==> src/rtl/dma_chan_pkg.sv <==
package dma_chan_pkg;
  localparam int UNIT_W = 16;

  localparam logic [1:0] STEP_HOLD = 2'b00;
  localparam logic [1:0] STEP_INC  = 2'b01;
  localparam logic [1:0] STEP_DEC  = 2'b10;

  typedef enum logic [1:0] {
    ST_OFF  = 2'd0,
    ST_WAIT = 2'd1,
    ST_RD   = 2'd2,
    ST_WR   = 2'd3
  } ch_state_t;
endpackage

==> src/rtl/dma_ptr.sv <==
module dma_ptr import dma_chan_pkg::*; #(
  parameter int ADDR_W = 16
) (
  input  logic              clk,
  input  logic              rst,
  input  logic              load,
  input  logic              adv,
  input  logic              word,
  input  logic [1:0]        step,
  input  logic [ADDR_W-1:0] base,
  output logic [ADDR_W-1:0] ptr,
  output logic [ADDR_W-1:0] nxt
);
  logic [ADDR_W-1:0] amt;
  assign amt = word ? ADDR_W'(2) : ADDR_W'(1);

  always_comb begin
    case (step)
      STEP_INC: nxt = ptr + amt;
      STEP_DEC: nxt = ptr - amt;
      default:  nxt = ptr;
    endcase
  end

  always_ff @(posedge clk) begin
    if (rst)       ptr <= '0;
    else if (load) ptr <= base;
    else if (adv)  ptr <= nxt;
  end


  ptr_inc_chk: assert property (@(posedge clk) disable iff (rst)
    (adv && !load && step == STEP_INC) |=>
      ptr == $past(ptr) + ($past(word) ? ADDR_W'(2) : ADDR_W'(1)));


  ptr_dec_chk: assert property (@(posedge clk) disable iff (rst)
    (adv && !load && step == STEP_DEC) |=>
      ptr == $past(ptr) - ($past(word) ? ADDR_W'(2) : ADDR_W'(1)));


  ptr_hold_chk: assert property (@(posedge clk) disable iff (rst)
    (!load && (step == STEP_HOLD || step == 2'b11)) |=> $stable(ptr));


  ptr_load_chk: assert property (@(posedge clk) disable iff (rst)
    load |=> ptr == $past(base));
endmodule

==> src/rtl/dma_trig.sv <==
module dma_trig #(
  parameter int NTRIG  = 8,
  parameter int TSEL_W = 3
) (
  input  logic              clk,
  input  logic              rst,
  input  logic [NTRIG-1:0]  lines,
  input  logic [TSEL_W-1:0] tsel,
  input  logic              sw_req,
  input  logic              armed,
  input  logic              accept,
  output logic              hit,
  output logic              sw_pend
);
  logic hw;
  assign hw  = (int'(tsel) < NTRIG) ? lines[tsel] : 1'b0;
  assign hit = armed && (hw || sw_req || sw_pend);

  always_ff @(posedge clk) begin
    if (rst)                  sw_pend <= 1'b0;
    else if (!armed || accept) sw_pend <= 1'b0;
    else if (sw_req)          sw_pend <= 1'b1;
  end


  sw_drop_chk: assert property (@(posedge clk) disable iff (rst)
    !armed |=> !sw_pend);


  sw_consume_chk: assert property (@(posedge clk) disable iff (rst)
    accept |=> !sw_pend);
endmodule

==> src/rtl/dma_len.sv <==
module dma_len #(
  parameter int CNT_W = 8
) (
  input  logic [2:0]       code,
  input  logic [15:0]      first,
  input  logic             word,
  input  logic [CNT_W-1:0] count,
  output logic             var_on,
  output logic [CNT_W-1:0] limit
);
  localparam int SUM_W = ((CNT_W > 16) ? CNT_W : 16) + 2;

  logic [15:0]      len_val;
  logic [1:0]       off;
  logic [SUM_W-1:0] sum;
  logic [SUM_W-1:0] sum_min1;

  assign len_val = word ? first : {8'h00, first[7:0]};

  always_comb begin
    var_on = 1'b1;
    case (code)
      3'd1:    off = 2'd1;
      3'd2:    off = 2'd0;
      3'd3:    off = 2'd2;
      3'd4:    off = 2'd3;
      default: begin off = 2'd0; var_on = 1'b0; end
    endcase
    sum      = SUM_W'(len_val) + SUM_W'(off);
    sum_min1 = (sum == '0) ? SUM_W'(1) : sum;
    if (!var_on || sum_min1 > SUM_W'(count)) limit = count;
    else                                      limit = sum_min1[CNT_W-1:0];
  end
endmodule

==> src/rtl/dma_chan.sv <==
module dma_chan import dma_chan_pkg::*; #(
  parameter int ADDR_W = 16,
  parameter int CNT_W  = 8,
  parameter int NTRIG  = 8,
  localparam int TSEL_W = (NTRIG > 1) ? $clog2(NTRIG) : 1
) (
  input  logic              clk,
  input  logic              rst,
  input  logic [ADDR_W-1:0] cfg_src,
  input  logic [ADDR_W-1:0] cfg_dst,
  input  logic [CNT_W-1:0]  cfg_count,
  input  logic [1:0]        cfg_mode,
  input  logic              cfg_word,
  input  logic [1:0]        cfg_src_step,
  input  logic [1:0]        cfg_dst_step,
  input  logic [2:0]        cfg_vlen,
  input  logic [TSEL_W-1:0] cfg_tsel,
  input  logic [NTRIG-1:0]  trig_in,
  input  logic              sw_req,
  input  logic              arm,
  input  logic              disarm,
  input  logic              irq_clr,
  output logic              armed,
  output logic              irq,
  output logic              mem_rd_en,
  output logic [ADDR_W-1:0] mem_rd_addr,
  input  logic [UNIT_W-1:0] mem_rd_data,
  output logic              mem_wr_en,
  output logic [ADDR_W-1:0] mem_wr_addr,
  output logic [UNIT_W-1:0] mem_wr_data,
  output logic              mem_wr_word
);
  ch_state_t         state_q;
  logic [CNT_W-1:0]  cnt_q, limit_q, cnt_inc, eff_lim, len_lim;
  logic              var_on, hit, sw_pend, accept, arm_take, in_wr, fin, ptr_load;
  logic [ADDR_W-1:0] src_ptr, src_nxt, dst_ptr, dst_nxt;

  assign armed    = (state_q != ST_OFF);
  assign accept   = (state_q == ST_WAIT) && hit && (cfg_count != '0) && !disarm;
  assign arm_take = (state_q == ST_OFF) && arm && !disarm;
  assign in_wr    = (state_q == ST_WR);
  assign eff_lim  = (cnt_q == '0 && var_on) ? len_lim : limit_q;
  assign cnt_inc  = cnt_q + CNT_W'(1);
  assign fin      = in_wr && !disarm && (cnt_inc >= eff_lim);
  assign ptr_load = arm_take || (fin && cfg_mode[1]);

  dma_trig #(.NTRIG(NTRIG), .TSEL_W(TSEL_W)) trig_i (
    .clk(clk), .rst(rst), .lines(trig_in), .tsel(cfg_tsel), .sw_req(sw_req),
    .armed(armed), .accept(accept), .hit(hit), .sw_pend(sw_pend)
  );

  dma_len #(.CNT_W(CNT_W)) len_i (
    .code(cfg_vlen), .first(mem_rd_data), .word(cfg_word), .count(cfg_count),
    .var_on(var_on), .limit(len_lim)
  );

  dma_ptr #(.ADDR_W(ADDR_W)) src_i (
    .clk(clk), .rst(rst), .load(ptr_load), .adv(in_wr), .word(cfg_word),
    .step(cfg_src_step), .base(cfg_src), .ptr(src_ptr), .nxt(src_nxt)
  );

  dma_ptr #(.ADDR_W(ADDR_W)) dst_i (
    .clk(clk), .rst(rst), .load(ptr_load), .adv(in_wr), .word(cfg_word),
    .step(cfg_dst_step), .base(cfg_dst), .ptr(dst_ptr), .nxt(dst_nxt)
  );

  always_ff @(posedge clk) begin
    if (rst) begin
      state_q     <= ST_OFF;
      cnt_q       <= '0;
      limit_q     <= '0;
      irq         <= 1'b0;
      mem_rd_en   <= 1'b0;
      mem_rd_addr <= '0;
      mem_wr_en   <= 1'b0;
      mem_wr_addr <= '0;
      mem_wr_data <= '0;
      mem_wr_word <= 1'b0;
    end else begin
      mem_rd_en <= 1'b0;
      mem_wr_en <= 1'b0;
      if (irq_clr) irq <= 1'b0;
      if (fin)     irq <= 1'b1;
      if (disarm) begin
        state_q <= ST_OFF;
      end else begin
        case (state_q)
          ST_OFF: if (arm) begin
            state_q <= ST_WAIT;
            cnt_q   <= '0;
            limit_q <= cfg_count;
          end
          ST_WAIT: if (accept) begin
            state_q     <= ST_RD;
            mem_rd_en   <= 1'b1;
            mem_rd_addr <= src_ptr;
          end
          ST_RD: state_q <= ST_WR;
          ST_WR: begin
            mem_wr_en   <= 1'b1;
            mem_wr_addr <= dst_ptr;
            mem_wr_data <= cfg_word ? mem_rd_data : {8'h00, mem_rd_data[7:0]};
            mem_wr_word <= cfg_word;
            if (fin) begin
              cnt_q   <= '0;
              limit_q <= cfg_count;
              state_q <= cfg_mode[1] ? ST_WAIT : ST_OFF;
            end else begin
              cnt_q   <= cnt_inc;
              limit_q <= eff_lim;
              if (cfg_mode[0]) begin
                state_q     <= ST_RD;
                mem_rd_en   <= 1'b1;
                mem_rd_addr <= src_nxt;
              end else begin
                state_q <= ST_WAIT;
              end
            end
          end
          default: state_q <= ST_OFF;
        endcase
      end
    end
  end


  rd_off_chk: assert property (@(posedge clk) disable iff (rst)
    !armed |-> !mem_rd_en);


  irq_rise_chk: assert property (@(posedge clk) disable iff (rst)
    $rose(irq) |-> mem_wr_en);


  rd_gap_chk: assert property (@(posedge clk) disable iff (rst)
    mem_rd_en |=> !mem_rd_en);


  single_gap_chk: assert property (@(posedge clk) disable iff (rst)
    (!cfg_mode[0] && mem_wr_en) |-> !mem_rd_en);


  zero_cnt_chk: assert property (@(posedge clk) disable iff (rst)
    (state_q == ST_WAIT && cfg_count == '0) |=> !mem_rd_en);


  irq_hold_chk: assert property (@(posedge clk) disable iff (rst)
    (irq && !irq_clr) |=> irq);
endmodule

==> config.mk <==
export PLATFORM = sky130hd
export DESIGN_NAME = dma_chan
export DESIGN_NICKNAME = d
export VERILOG_FILES = /design/src/rtl/dma_chan_pkg.sv /design/src/rtl/dma_ptr.sv /design/src/rtl/dma_trig.sv /design/src/rtl/dma_len.sv /design/src/rtl/dma_chan.sv
export SDC_FILE = /design/constraint.sdc
export NUM_CORES = 1
export LEC_CHECK = 0
export BUFFER_PORTS_ARGS = -buffer_cell sky130_fd_sc_hd__buf_2
export CAP_MARGIN = 20
export CORE_UTILIZATION = 40
export DETAILED_ROUTE_END_ITERATION = 10
export GPL_TIMING_DRIVEN = 0
export HOLD_SLACK_MARGIN = 0.02
export MAX_ROUTING_LAYER = met4
export SETUP_SLACK_MARGIN = 0.3
export SLEW_MARGIN = 20
export SYNTH_ARGS = -nofsm -noshare
export SYNTH_HDL_FRONTEND = slang
export SYNTH_SLANG_ARGS = --single-unit
==> constraint.sdc <==
create_clock -name clk -period 6.9 [get_ports clk]
set_input_delay 0.69 -clock clk [delete_from_list [all_inputs] [get_ports clk]]
set_output_delay 0.69 -clock clk [all_outputs]
set_load 0.02 [all_outputs]
==> results.env <==
WORST_PATH_DOMINANT_CELL_FAMILY='simple AND/OR/NAND/NOR gates'
POST_CTS_HOLD_BUFFER_COUNT=0
GRT_PASS1_WL_UM=31000
MAX_SLEW_MARGIN_PCT=48.4
DRV_SLEW=0
GRT_START_MAX_NET_PINS=19
STD_CELL_ROWS=46
DETAILED_PLACE.AREA_SQ_UM=7540
TIMING_WORST_SLEW_PIN_VALUE_PS=774
DRT_ITER0_MARKERS=384
SHARE_OF_SYNTHESIZED_REGISTERS_CARRYING_AN_ASYNC_SET_OR_RESET_PCT=0
WORST-PATH-STAGES=30
PLACEMENT.IO_BUFFERS=134
CTS.ROOT.BUFFER_CELL='sky130_fd_sc_hd__clkbuf_16'
SYNTHESIZED_FLOP_AND_LATCH_TOTAL=103
NETLIST.AREA_LEADER.SHARE_PCT=31.3
INSERTEDDIODECOUNT=0
WL_PER_CELL_UM=16.5
POWER_FRAC_SEQ_PCT=42.5
GRT_REMAINING_OVERFLOW=0
CTS.SINKS=103
POWER_DENSITY_nW_PER_UM2=183
START_KIND='primary input'
CTS_BUFFERS=9
UTILIZATION_PCT=50.3
WHS_PATH_DEPTH=2
CRITPATHMAXFANOUT=7
TRITONCTS='done'
SYNTH.YOSYS.SEQ_AREA_SHARE_PCT=31.3
POST_ROUTE_CELLS_DRIVE_ABOVE_1_SHARE_PCT=20.1
CRITPATHBUFINV=5
FLOORPLAN.DIE_AREA_SQ_UM=17000
WORST_SLACK_PS=611
ACHIEVABLE-FREQUENCY_MHz=159
GRT.MET2_USAGE_PCT=40.0
UNREPAIRED_SETUP_ENDPOINTS_AFTER_GLOBAL_ROUTING='false'
INTERNAL_PORTION_OF_TOTAL_POWER_uW=1040
INITIAL_CORE_UTIL_PCT=41.2
REPORT.FINAL.HOLD_VIOL_COUNT=0
WORSTREG2REGSTART='cnt_q[0]$_SDFFE_PP0P_'
SETUP_VIOL_COUNT_FINAL=0
FLOORPLAN.IO_PINS=136
HOLD_PATH_STARTPOINT='mem_wr_addr[9]$_SDFFE_PP0P_'
VIAS_IN_THE_FIRST_GLOBAL_ROUTE=6104
TIMING.SETUP.TNS_PS=0
RESULT_OF_THE_RUN='complete, no violations'
GRTUSAGEMET1_PCT=31.9
FINISH.NET_COUNT=1120
VIA_COUNT=6545
SWSHARE_PCT=29.7
HOLD_PATH.CLASS='flip-flop to flip-flop'
CRITICAL_PATH.SLOWEST_CELL='sky130_fd_sc_hd__or4_1'
MOST_FREQUENT_CELLS_IN_THE_LAYOUT='sky130_fd_sc_hd__buf_2, sky130_fd_sc_hd__nand2_1, sky130_fd_sc_hd__dfxtp_1'
CLOCK_PERIOD_MINUS_WORST_SLACK_PS=6290
CLK_PIN_SLEW_WORST_SETUP_HOLD_PATHS_PS=70
SYNTH_FP_NETS=968
LEAKAGE_uW=0.00347
DRT_FIRST_PASS_ITERS=7
SYNTH.DISTINCT_CELLS=64
ANTENNA_VIOLATIONS_BEFORE_REPAIR=0
NETSWITCHINGPOWER_uW=438
DRCVIOLATIONCOUNT=0
PLACE_HPWL_UM=14900
R2R.WORST_PATH.CELLS=18
HOLDWS_PS=451
SYNTHTOLAYOUTAREAGROWTH_PCT=22.1
FLOORPLAN.DIE.HEIGHT_UM=130
FP.DIEW_UM=130
FINALINSTANCEAREA_SQ_UM=8050
GR-USAGE-MET3_PCT=4.36
SYNTH-EDFF-COUNT=0
CORE_REGION_AREA_SQ_UM=16000
POSTROUTEWIRELENGTH_UM=19900
GLOBAL_ROUTE.PEAK_USAGE_LAYER='met2'
CPPEAKSTAGEDELAY_PS=460
REG2REG_TO='dst_i.ptr[8]$_SDFFE_PP0P_'
CP-END-KIND='flip-flop'
YS_DOMINANT_REG_CELL='sky130_fd_sc_hd__dfxtp_1'
COMB_POWER_SHARE_PCT=20.1
CRITICAL_PATH_CLASS='primary input to flip-flop'
NETLIST.TOP_CELL.BY_AREA='sky130_fd_sc_hd__dfxtp_1'
NUMBER_OF_LEVELS_THE_H_TREE_WAS_SPLIT_INTO=3
GLOBALROUTETOTALUTIL_PCT=24.6
CLK_PATH_BUF_DEPTH=2
YS_WARN_COUNT=0
LAYOUT.CELLS.MOST_COMMON='sky130_fd_sc_hd__buf_2'
REG2REG_SLACK_PS=3210
PLACE_WS_PS=-659
SYNTHESIS.AREA_SQ_UM=6600
FINALCLOCKSKEW_PS=11.0
MAX-VDD-IR-DROP_mV=0.137
DRT-VIAS-PER-INSTANCE=5.44
HOLD_EP='mem_wr_addr[9]$_SDFFE_PP0P_'
SYNTHESIS.INSTANCES=830
POST_ROUTE_FRACTION_OF_THE_PERIOD_CONSUMED_BY_THE_CRITICAL_PATH_PCT=91.1
PLACE_CONGESTION=0.905
SYNTHTOPCELLSBYAREA='sky130_fd_sc_hd__dfxtp_1, sky130_fd_sc_hd__ha_1, sky130_fd_sc_hd__nand2_1'
CRIT_ARRIVAL_PS=6550
MAX_CAP_VIOLATIONS=0
SYN_AREA_PER_CELL_SQ_UM=7.95
CLK_LATENCY_PS=360
CRIT_REQUIRED_PS=7160
POWER.SHARE.CLOCK_PCT=37.4
DRT.ANTENNA.VIOLATING_NETS=0
==> tightest hold or removal path: cells and delay by family (launching register included) <==
kind | cells | cell delay (ps)
AO/OA/AOI/OAI | 1 | 50
flip-flops | 1 | 310
AND/OR/NAND/NOR | 1 | 50
==> sequential cells by signal (all words and copies together), names as in the netlist, 2 cells and up <==
| name | count |
|---|---|
| dst_i.ptr | 16 |
| mem_rd_addr | 16 |
| mem_wr_addr | 16 |
| mem_wr_data | 16 |
| src_i.ptr | 16 |
| cnt_q | 8 |
| limit_q | 8 |
| state_q | 2 |
==> what timing repair did <==
item,4_1_cts,5_1_grt
pin swaps,2,5
hold endpoints to repair,0,0
setup endpoints to repair,53,62
gates cloned,0,0
setup buffers,3,4
resized for setup,16,40
==> layer usage <==
metal	vias up	routed length (um)
met5	-	0
met4	0	246
met3	19	905
met2	165	9190
met1	3057	9530
li1	3304	-
==> area by class of cell <==
type / count / area, sq um
inverters: 23 / 86.3
multi-input cells: 662 / 4370
repair buffers: 141 / 723
clock buffers: 10 / 239
fillers: 1643 / 7950
flip-flops and latches: 103 / 2060
plain buffers: 42 / 233
well taps: 216 / 270
clock inverters: 6 / 73.8
==> synth_stat cells, types with 9 or more instances <==
cell,number
sky130_fd_sc_hd__xor2_1,16
sky130_fd_sc_hd__mux2i_1,19
sky130_fd_sc_hd__clkbuf_1,34
sky130_fd_sc_hd__a22oi_1,12
sky130_fd_sc_hd__nand2b_1,12
sky130_fd_sc_hd__ha_1,52
sky130_fd_sc_hd__or3_1,10
sky130_fd_sc_hd__nand3_1,23
sky130_fd_sc_hd__a21o_1,13
sky130_fd_sc_hd__nand2_1,108
sky130_fd_sc_hd__a31oi_1,9
sky130_fd_sc_hd__a211oi_1,37
sky130_fd_sc_hd__inv_1,23
sky130_fd_sc_hd__a21oi_1,72
sky130_fd_sc_hd__o21ai_0,31
sky130_fd_sc_hd__a311oi_1,9
sky130_fd_sc_hd__o21a_1,20
sky130_fd_sc_hd__xnor2_1,15
sky130_fd_sc_hd__nor3_1,18
sky130_fd_sc_hd__nor2_1,85
sky130_fd_sc_hd__dfxtp_1,103
==> cell families after synthesis <==
logic type / synth area share [%]
and+or+nand+nor: 22.0
AOI/OAI and AO/OA: 24.1
DFF: 31.3
buffers and inverters: 3.91
adders and majority gates: 10.8
xor gates and xnor gates: 4.36
muxes: 3.57
==> how the worst max path moves through the flow <==
| stage | from | to | slack (ps) |
|---|---|---|---|
| 3_5_place_dp | cfg_vlen[2] | src_i.ptr[2]$_SDFFE_PP0P_ | -660 |
| 5_1_grt | cfg_vlen[2] | dst_i.ptr[15]$_SDFFE_PP0P_ | 290 |
| 6_report | cfg_vlen[2] | state_q[0]$_SDFFE_PP0P_ | 610 |
| 4_1_cts | cfg_vlen[2] | mem_rd_addr[5]$_SDFFE_PP0P_ | 360 |
| 2_1_floorplan | cfg_vlen[2] | src_i.ptr[8]$_SDFFE_PP0P_ | 480 |
| 3_3_place_gp | cfg_vlen[2] | src_i.ptr[1]$_SDFFE_PP0P_ | -690 |
==> metrics by stage <==
step,cells,power [uW]
final,1203,1470
after global routing,1203,1540
after CTS,1199,1470
after detailed placement,1180,911
after global placement,1180,911
after floorplan,830,821
==> power groups by stage <==
stage / clock [uW] / sequential (uW) / combinational [uW]
floorplan: 0 / 640 / 181
global placement: 0 / 640 / 271
detailed placement: 0 / 640 / 272
CTS: 564 / 626 / 281
global route: 581 / 628 / 329
finish: 551 / 626 / 296
Power figures use the tool's default switching activity.
